`config.mk`:
```
export PLATFORM = sky130hd
export DESIGN_NAME = ser_eeprom
export DESIGN_NICKNAME = d
export VERILOG_FILES = /design/src/rtl/ser_eeprom_pkg.sv /design/src/rtl/se_front.sv /design/src/rtl/se_timer.sv /design/src/rtl/se_regfile.sv /design/src/rtl/se_ctrl.sv /design/src/rtl/ser_eeprom.sv
export SDC_FILE = /design/constraint.sdc
export NUM_CORES = 1
export LEC_CHECK = 0
export BUFFER_PORTS_ARGS = -buffer_cell sky130_fd_sc_hd__buf_4
export CAP_MARGIN = 20
export CELL_PAD_IN_SITES_DETAIL_PLACEMENT = 1
export CELL_PAD_IN_SITES_GLOBAL_PLACEMENT = 1
export CORE_ASPECT_RATIO = 1.25
export CORE_MARGIN = 2
export CORE_UTILIZATION = 50
export CTS_CLUSTER_SIZE = 14
export DETAILED_ROUTE_END_ITERATION = 8
export PLACE_DENSITY = 0.9
export SLEW_MARGIN = 0
export SYNTH_ARGS = -nofsm -noshare
export SYNTH_HDL_FRONTEND = slang
export SYNTH_HIERARCHICAL = 1
export SYNTH_SLANG_ARGS = --single-unit
```
`constraint.sdc`:
```
create_clock -name clk -period 3 [get_ports clk]
set_input_delay 0.45 -clock clk [delete_from_list [all_inputs] [get_ports clk]]
set_output_delay 0.45 -clock clk [all_outputs]
set_load 0.02 [all_outputs]
```
`src/rtl/ser_eeprom_pkg.sv`:
```
package ser_eeprom_pkg;

  typedef enum logic [2:0] {
    ST_IDLE,
    ST_HDR,
    ST_READ,
    ST_DATA,
    ST_WAITCS,
    ST_HOLD
  } se_state_t;

  localparam logic [1:0] OPC_READ  = 2'b10;
  localparam logic [1:0] OPC_WRITE = 2'b01;
  localparam logic [1:0] OPC_EXT   = 2'b00;

  localparam logic [1:0] EXT_WEN   = 2'b11;
  localparam logic [1:0] EXT_WDS   = 2'b00;
  localparam logic [1:0] EXT_WALL  = 2'b01;

endpackage

```
`src/rtl/se_front.sv`:
```
module se_front #(
  parameter int STAGES = 2
) (
  input  logic clk,
  input  logic rst,
  input  logic csel_i,
  input  logic sclk_i,
  input  logic sdi_i,
  input  logic pen_i,
  output logic csel_s,
  output logic sdi_s,
  output logic pen_s,
  output logic sclk_rise,
  output logic csel_fall
);
  localparam int NIN = 4;

  logic [NIN-1:0] raw;
  logic [NIN-1:0] synced;
  logic           sclk_prev;
  logic           csel_prev;

  assign raw = {pen_i, sdi_i, sclk_i, csel_i};

  for (genvar i = 0; i < NIN; i++) begin : g_sync
    logic [STAGES-1:0] chain_q;
    always_ff @(posedge clk) begin
      if (rst) chain_q <= '0;
      else     chain_q <= {chain_q[STAGES-2:0], raw[i]};
    end
    assign synced[i] = chain_q[STAGES-1];
  end

  always_ff @(posedge clk) begin
    if (rst) begin
      sclk_prev <= 1'b0;
      csel_prev <= 1'b0;
    end else begin
      sclk_prev <= synced[1];
      csel_prev <= synced[0];
    end
  end

  assign csel_s    = synced[0];
  assign sdi_s     = synced[2];
  assign pen_s     = synced[3];
  assign sclk_rise = synced[1] & ~sclk_prev;
  assign csel_fall = ~synced[0] & csel_prev;
endmodule

```
`src/rtl/se_timer.sv`:
```
module se_timer #(
  parameter int CYCLES = 64
) (
  input  logic clk,
  input  logic rst,
  input  logic start,
  output logic busy,
  output logic done
);
  localparam int CW = $clog2(CYCLES + 1);

  logic [CW-1:0] cnt_q;

  always_ff @(posedge clk) begin
    if (rst) begin
      busy  <= 1'b0;
      cnt_q <= '0;
    end else if (start && !busy) begin
      busy  <= 1'b1;
      cnt_q <= CW'(CYCLES - 1);
    end else if (busy) begin
      if (cnt_q == '0) busy <= 1'b0;
      else             cnt_q <= cnt_q - 1'b1;
    end
  end

  assign done = busy && (cnt_q == '0);
endmodule

```
`src/rtl/se_regfile.sv`:
```
module se_regfile #(
  parameter int AW = 4,
  parameter int DW = 16
) (
  input  logic          clk,
  input  logic          rst,
  input  logic          we,
  input  logic          we_all,
  input  logic [AW-1:0] waddr,
  input  logic [DW-1:0] wdata,
  input  logic [AW-1:0] raddr,
  output logic [DW-1:0] rdata
);
  localparam int DEPTH = 1 << AW;

  logic [DEPTH*DW-1:0] flat;

  for (genvar g = 0; g < DEPTH; g++) begin : g_word
    logic [DW-1:0] word_q;
    always_ff @(posedge clk) begin
      if (rst)
        word_q <= '0;
      else if (we_all || (we && waddr == AW'(g)))
        word_q <= wdata;
    end
    assign flat[g*DW +: DW] = word_q;
  end

  assign rdata = flat[raddr*DW +: DW];
endmodule

```
`src/rtl/se_ctrl.sv`:
```
module se_ctrl
  import ser_eeprom_pkg::*;
#(
  parameter int AW = 4,
  parameter int DW = 16
) (
  input  logic          clk,
  input  logic          rst,
  input  logic          csel_s,
  input  logic          sdi_s,
  input  logic          pen_s,
  input  logic          sclk_rise,
  input  logic          csel_fall,
  input  logic          busy,
  input  logic          done,
  input  logic          prot_hit,
  input  logic          prot_clear,
  input  logic [DW-1:0] rdata,
  output logic          sdo,
  output logic [AW-1:0] addr,
  output logic          prog_start,
  output logic          mem_we,
  output logic          mem_we_all,
  output logic [AW-1:0] waddr,
  output logic [DW-1:0] wdata,
  output logic          wen
);
  localparam int HW   = AW + 2;
  localparam int MAXB = (DW > HW) ? DW : HW;
  localparam int CW   = $clog2(MAXB) + 1;

  se_state_t     state;
  logic [HW-2:0] hdr_sr;
  logic [HW-1:0] hdr_full;
  logic [1:0]    opc;
  logic [AW-1:0] a_next;
  logic [CW-1:0] bitcnt;
  logic [DW-1:0] sr_q;
  logic          pe_ok;
  logic          is_all;
  logic          load_pend;
  logic          stat_flag;
  logic [AW-1:0] pend_addr;
  logic [DW-1:0] pend_data;
  logic          pend_all;
  logic          pend_ok;

  assign hdr_full = {hdr_sr, sdi_s};
  assign opc      = hdr_full[HW-1:HW-2];
  assign a_next   = hdr_full[AW-1:0];

  always_ff @(posedge clk) begin
    if (rst) begin
      state      <= ST_IDLE;
      hdr_sr     <= '0;
      bitcnt     <= '0;
      addr       <= '0;
      sr_q       <= '0;
      pe_ok      <= 1'b0;
      is_all     <= 1'b0;
      load_pend  <= 1'b0;
      stat_flag  <= 1'b0;
      wen        <= 1'b0;
      sdo        <= 1'b0;
      prog_start <= 1'b0;
      pend_addr  <= '0;
      pend_data  <= '0;
      pend_all   <= 1'b0;
      pend_ok    <= 1'b0;
    end else begin
      prog_start <= 1'b0;
      if (!csel_s) begin
        sdo       <= 1'b0;
        load_pend <= 1'b0;
        state     <= ST_IDLE;
        if (csel_fall && state == ST_WAITCS && wen && pe_ok && !busy &&
            (!is_all || prot_clear)) begin
          prog_start <= 1'b1;
          stat_flag  <= 1'b1;
          pend_addr  <= addr;
          pend_data  <= sr_q;
          pend_all   <= is_all;
          pend_ok    <= is_all || !prot_hit;
        end
      end else begin
        if (load_pend) begin
          sr_q      <= rdata;
          load_pend <= 1'b0;
        end
        case (state)
          ST_IDLE: begin
            if (sclk_rise && sdi_s && !busy) begin
              state     <= ST_HDR;
              bitcnt    <= '0;
              pe_ok     <= pen_s;
              stat_flag <= 1'b0;
              sdo       <= 1'b0;
            end else if (stat_flag) begin
              sdo <= !busy;
            end
          end
          ST_HDR: begin
            if (sclk_rise) begin
              pe_ok  <= pe_ok & pen_s;
              hdr_sr <= hdr_full[HW-2:0];
              if (bitcnt == CW'(HW - 1)) begin
                bitcnt <= '0;
                addr   <= a_next;
                if (opc == OPC_READ) begin
                  state     <= ST_READ;
                  sdo       <= 1'b0;
                  load_pend <= 1'b1;
                end else if (opc == OPC_WRITE) begin
                  state  <= ST_DATA;
                  is_all <= 1'b0;
                end else if (opc == OPC_EXT) begin
                  case (a_next[AW-1:AW-2])
                    EXT_WEN:  begin wen <= 1'b1; state <= ST_HOLD; end
                    EXT_WDS:  begin wen <= 1'b0; state <= ST_HOLD; end
                    EXT_WALL: begin is_all <= 1'b1; state <= ST_DATA; end
                    default:  state <= ST_HOLD;
                  endcase
                end else begin
                  state <= ST_HOLD;
                end
              end else begin
                bitcnt <= bitcnt + 1'b1;
              end
            end
          end
          ST_READ: begin
            if (sclk_rise && !load_pend) begin
              sdo <= sr_q[DW-1];
              if (bitcnt == CW'(DW - 1)) begin
                bitcnt    <= '0;
                addr      <= addr + 1'b1;
                load_pend <= 1'b1;
              end else begin
                sr_q   <= {sr_q[DW-2:0], 1'b0};
                bitcnt <= bitcnt + 1'b1;
              end
            end
          end
          ST_DATA: begin
            if (sclk_rise) begin
              pe_ok <= pe_ok & pen_s;
              sr_q  <= {sr_q[DW-2:0], sdi_s};
              if (bitcnt == CW'(DW - 1)) state <= ST_WAITCS;
              else                       bitcnt <= bitcnt + 1'b1;
            end
          end
          ST_WAITCS: begin
            if (sclk_rise) state <= ST_HOLD;
          end
          default: ;
        endcase
      end
    end
  end

  assign mem_we     = done && pend_ok && !pend_all;
  assign mem_we_all = done && pend_ok && pend_all;
  assign waddr      = pend_addr;
  assign wdata      = pend_data;
endmodule

```
`src/rtl/ser_eeprom.sv`:
```
module ser_eeprom #(
  parameter int AW          = 4,
  parameter int DW          = 16,
  parameter int PROG_CYCLES = 64,
  parameter int SYNC_STAGES = 2
) (
  input  logic          clk,
  input  logic          rst,
  input  logic          csel,
  input  logic          sclk,
  input  logic          sdi,
  input  logic          prog_en,
  input  logic          prot_hit,
  input  logic          prot_clear,
  output logic          sdo,
  output logic [AW-1:0] chk_addr
);
  logic          csel_s, sdi_s, pen_s, sclk_rise, csel_fall;
  logic          busy, done, prog_start;
  logic          mem_we, mem_we_all, wen;
  logic [AW-1:0] waddr, addr;
  logic [DW-1:0] wdata, rdata;

  se_front #(.STAGES(SYNC_STAGES)) u_front (
    .clk(clk), .rst(rst), .csel_i(csel), .sclk_i(sclk), .sdi_i(sdi),
    .pen_i(prog_en), .csel_s(csel_s), .sdi_s(sdi_s), .pen_s(pen_s),
    .sclk_rise(sclk_rise), .csel_fall(csel_fall)
  );

  se_ctrl #(.AW(AW), .DW(DW)) u_ctrl (
    .clk(clk), .rst(rst), .csel_s(csel_s), .sdi_s(sdi_s), .pen_s(pen_s),
    .sclk_rise(sclk_rise), .csel_fall(csel_fall), .busy(busy), .done(done),
    .prot_hit(prot_hit), .prot_clear(prot_clear), .rdata(rdata), .sdo(sdo),
    .addr(addr), .prog_start(prog_start), .mem_we(mem_we),
    .mem_we_all(mem_we_all), .waddr(waddr), .wdata(wdata), .wen(wen)
  );

  se_timer #(.CYCLES(PROG_CYCLES)) u_timer (
    .clk(clk), .rst(rst), .start(prog_start), .busy(busy), .done(done)
  );

  se_regfile #(.AW(AW), .DW(DW)) u_mem (
    .clk(clk), .rst(rst), .we(mem_we), .we_all(mem_we_all), .waddr(waddr),
    .wdata(wdata), .raddr(addr), .rdata(rdata)
  );

  assign chk_addr = addr;
endmodule

```
==> impl_metrics.toml <==
[status]
status = "completed"

[die]
initial_core_util = 0.504
ios = 13
core-area_mm2 = 0.0299
rows = 71
die_h_um = 198
die_x_um = 159
dieArea_mm2 = 0.0316

[hold_path]
hold_path.class = "in -> reg"

[cells_and_area]
final_nets = 1544
drive_gt1_frac = 0.139
diodes = 0
areaGrowthSynthToFinish_pct = 10.2

[place]
hpwl_um = 29300
gp_congestion = 0.820
pre_cts_ws_ns = 0.165
portBuffers = 12

[power]
switching_share = 0.213
seq_power_share = 0.490
ir_drop_v = 0.000451
p_comb_frac = 0.014
p_clk_frac = 0.497
power_density_mw_per_mm2 = 548
p_leak_uw = 0.00686
cellInternalPower_uw = 7170
switchingPower_uw = 1940
power.total_uw = 9120

[route]
route.detailed.drc = 0
top_layer = "met4"
dr.first_iter.drc_count = 1389
detail_route.wl_per_cell_um = 27.5
dr_wl_met2_um = 26300
viasPerCell = 6.55
wl_met3_um = 3920
final_antenna_net_count = 0
drt-met1-wl_um = 18800
dr.pass1.iters = 6
routed_wirelength_um = 53500
vias = 12800

[timing]
fin_crit_ns = 2.96
tightest_slew_ns = 1.20
finalSetupViolCount = 0
slew_headroom = 0.201
min_period_over_period = 0.987
clock_skew_ns = 0.0334
fin_ws_ns = 0.0384
tns_ns = 0
drv_slew = 0
rsz0062_at_grt = "false"
hold_viol = 0
fmax_mhz = 338

[grt]
grt_max_degree = 96
grt_pass1_vias = 13900
gr-total-overflow = 0
gr-usage-all-layers = 0.334
antenna_found_initial = 0
grt_pass1_wl_um = 81800

[synth]
synth_area_leaders = "dfxtp_1, mux2i_1, mux4_2"
syn_area_mm2 = 0.0151
ys_seq_area_frac = 0.446
synth_top_area_cell = "dfxtp_1"
synth_edf_count = 0
async_reset_ff_frac = 0
yosysTopAreaCellShare = 0.446
synth_nets = 1596
avgSynthCellArea_um2 = 9.58
ys_warn_count = 6
syn_inst = 1575
synth.distinct_cells = 77
ys_ff_latch = 336
yosys_most_used_dff = "dfxtp_1"

[clock_network]
cts_buffers = 34
root_buffer = "clkbuf_16"
hold_buffers = 0
cts_tree = "built"
clk_pin_slew_worst_paths_ns = 0.07
cts_max_path_buffers = 3
cts_num_sinks = 336
clock_latency_ns = 0.53
h-tree-depth = 2

[worst_setup_path]
critPathCaptureType = "register"
cp-start-kind = "register"
worstPathMaxFanout = 16
critical_path_class = "reg -> reg"
crit_arrival_ns = 3.39
crit_required_ns = 3.43

[flow_run]
cap_violations = 0
-- routing by layer --
layer / GRT usage / vias to the layer above
li1: - / 5337
met1: 0.365 / 6385
met2: 0.581 / 754
met3: 0.0557 / 280
met4: 0.263 / 0
met5: 0 / -
-- worst max-delay path, stage by stage, from the launching register on --
cell,delay [ns]
dfxtp_1,0.34
inv_1,0.09
ha_1,0.22
nor4b_2,0.17
and3_2,0.22
nand2_1,0.09
nor2_2,0.07
and3b_1,0.21
buf_4,0.18
a21oi_2,0.89
nand2_1,0.19
a21oi_1,0.22
-- cell type report --
class                   count  area [um2]
fillers                  3299       13300
inverters                  17        63.8
multi-input cells        1081        7570
well taps                 401         502
clock inverters            11         161
repair buffers             53         606
clock buffers              47        1000
flip-flops and latches    336        6730
-- cells by family (layout without fill, tap and decap cells) --
group / Yosys count / after routing / synth area share
compound gates: 262 / 262 / 0.116
buf+inv: 158 / 128 / 0.0536
flops: 336 / 336 / 0.446
fa+ha+maj: 13 / 13 / 0.0108
simple gates: 573 / 573 / 0.167
mux: 233 / 233 / 0.208
-- path summary, 6_finish.rpt --
kind	start	endpoint	slack, ns	cells past startpoint
max	u_timer/cnt_q[0]	u_mem/g_word[8].word_q[14]	0.04	11
max reg2reg	u_timer/cnt_q[0]	u_mem/g_word[8].word_q[14]	0.04	11
min reg2reg	u_mem/g_word[14].word_q[9]	u_mem/g_word[14].word_q[9]	0.45	2
min	prog_en	u_front/g_sync[3].chain_q[0]	0.16	2
-- placed cells by master (no fill, tap or decap), types with 6 or more instances in the layout --
cell | synthesis | layout
dfxtp_1 | 336 | 334
nand2_1 | 265 | 265
nor2_1 | 207 | 206
mux2i_1 | 168 | 168
a21oi_1 | 134 | 134
mux4_2 | 64 | 64
buf_4 | 5 | 36
clkbuf_16 | 0 | 35
a22oi_1 | 33 | 33
nor2b_1 | 26 | 26
o21ai_0 | 22 | 22
a211oi_1 | 18 | 18
buf_12 | 2 | 16
nand3b_1 | 16 | 16
inv_1 | 15 | 15
ha_1 | 13 | 13
clkbuf_8 | 0 | 8
a21oi_4 | 6 | 7
nor3_1 | 6 | 6
nand2b_1 | 6 | 6
a21o_1 | 6 | 6
-- registers in the layout (all words and copies together) (netlist names), 3 cells and up --
signal                  count
u_ctrl/addr                 4
u_ctrl/state                3
u_ctrl/wdata               16
u_mem/g_word.word_q       256
u_ctrl/hdr_sr               5
u_front/g_sync.chain_q      8
u_timer/cnt_q               7
u_ctrl/bitcnt               5
u_ctrl/waddr                4
u_ctrl/sr_q                16
-- stage by stage --
stage                util  std cells  hold slack [ns]  area (um2)
floorplan               -       1575            0.414       15100
global placement    0.516       1887            0.418       15400
detailed placement  0.516       1887            0.433       15400
CTS                 0.555       1945            0.163       16600
global route        0.556       1946            0.178       16600
finish              0.556       1946            0.156       16600
-- cells in the mapped netlist, drive strengths merged (3+ instances only) --
| cell | number |
|---|---|
| a22oi | 34 |
| nand2 | 265 |
| buf | 64 |
| nand4 | 4 |
| and3 | 7 |
| o21ai | 25 |
| a211o | 3 |
| a21oi | 146 |
| a21o | 6 |
| dfxtp | 336 |
| a211oi | 18 |
| nor3 | 6 |
| mux4 | 64 |
| a31oi | 9 |
| or3 | 3 |
| nor3b | 4 |
| nor2 | 208 |
| nand3b | 16 |
| nor2b | 26 |
| inv | 17 |
| mux2i | 168 |
| nand2b | 6 |
| nand3 | 4 |
| clkbuf | 76 |
| and2 | 4 |
| ha | 13 |
-- timing repair --
action                     4_1_cts  5_1_grt
setup endpoints to repair        0       41
resized for setup                0        4
setup buffers                    0        1
-- power by group through the flow --
| stage | registers (uW) | clock network (uW) | logic, uW |
|---|---|---|---|
| floorplan | 4570 | 0 | 76.0 |
| global placement | 4570 | 0 | 118 |
| detailed placement | 4570 | 0 | 121 |
| CTS | 4470 | 4550 | 123 |
| global route | 4460 | 4730 | 132 |
| finish | 4470 | 4530 | 124 |
(Power assumes the default switching activity.)
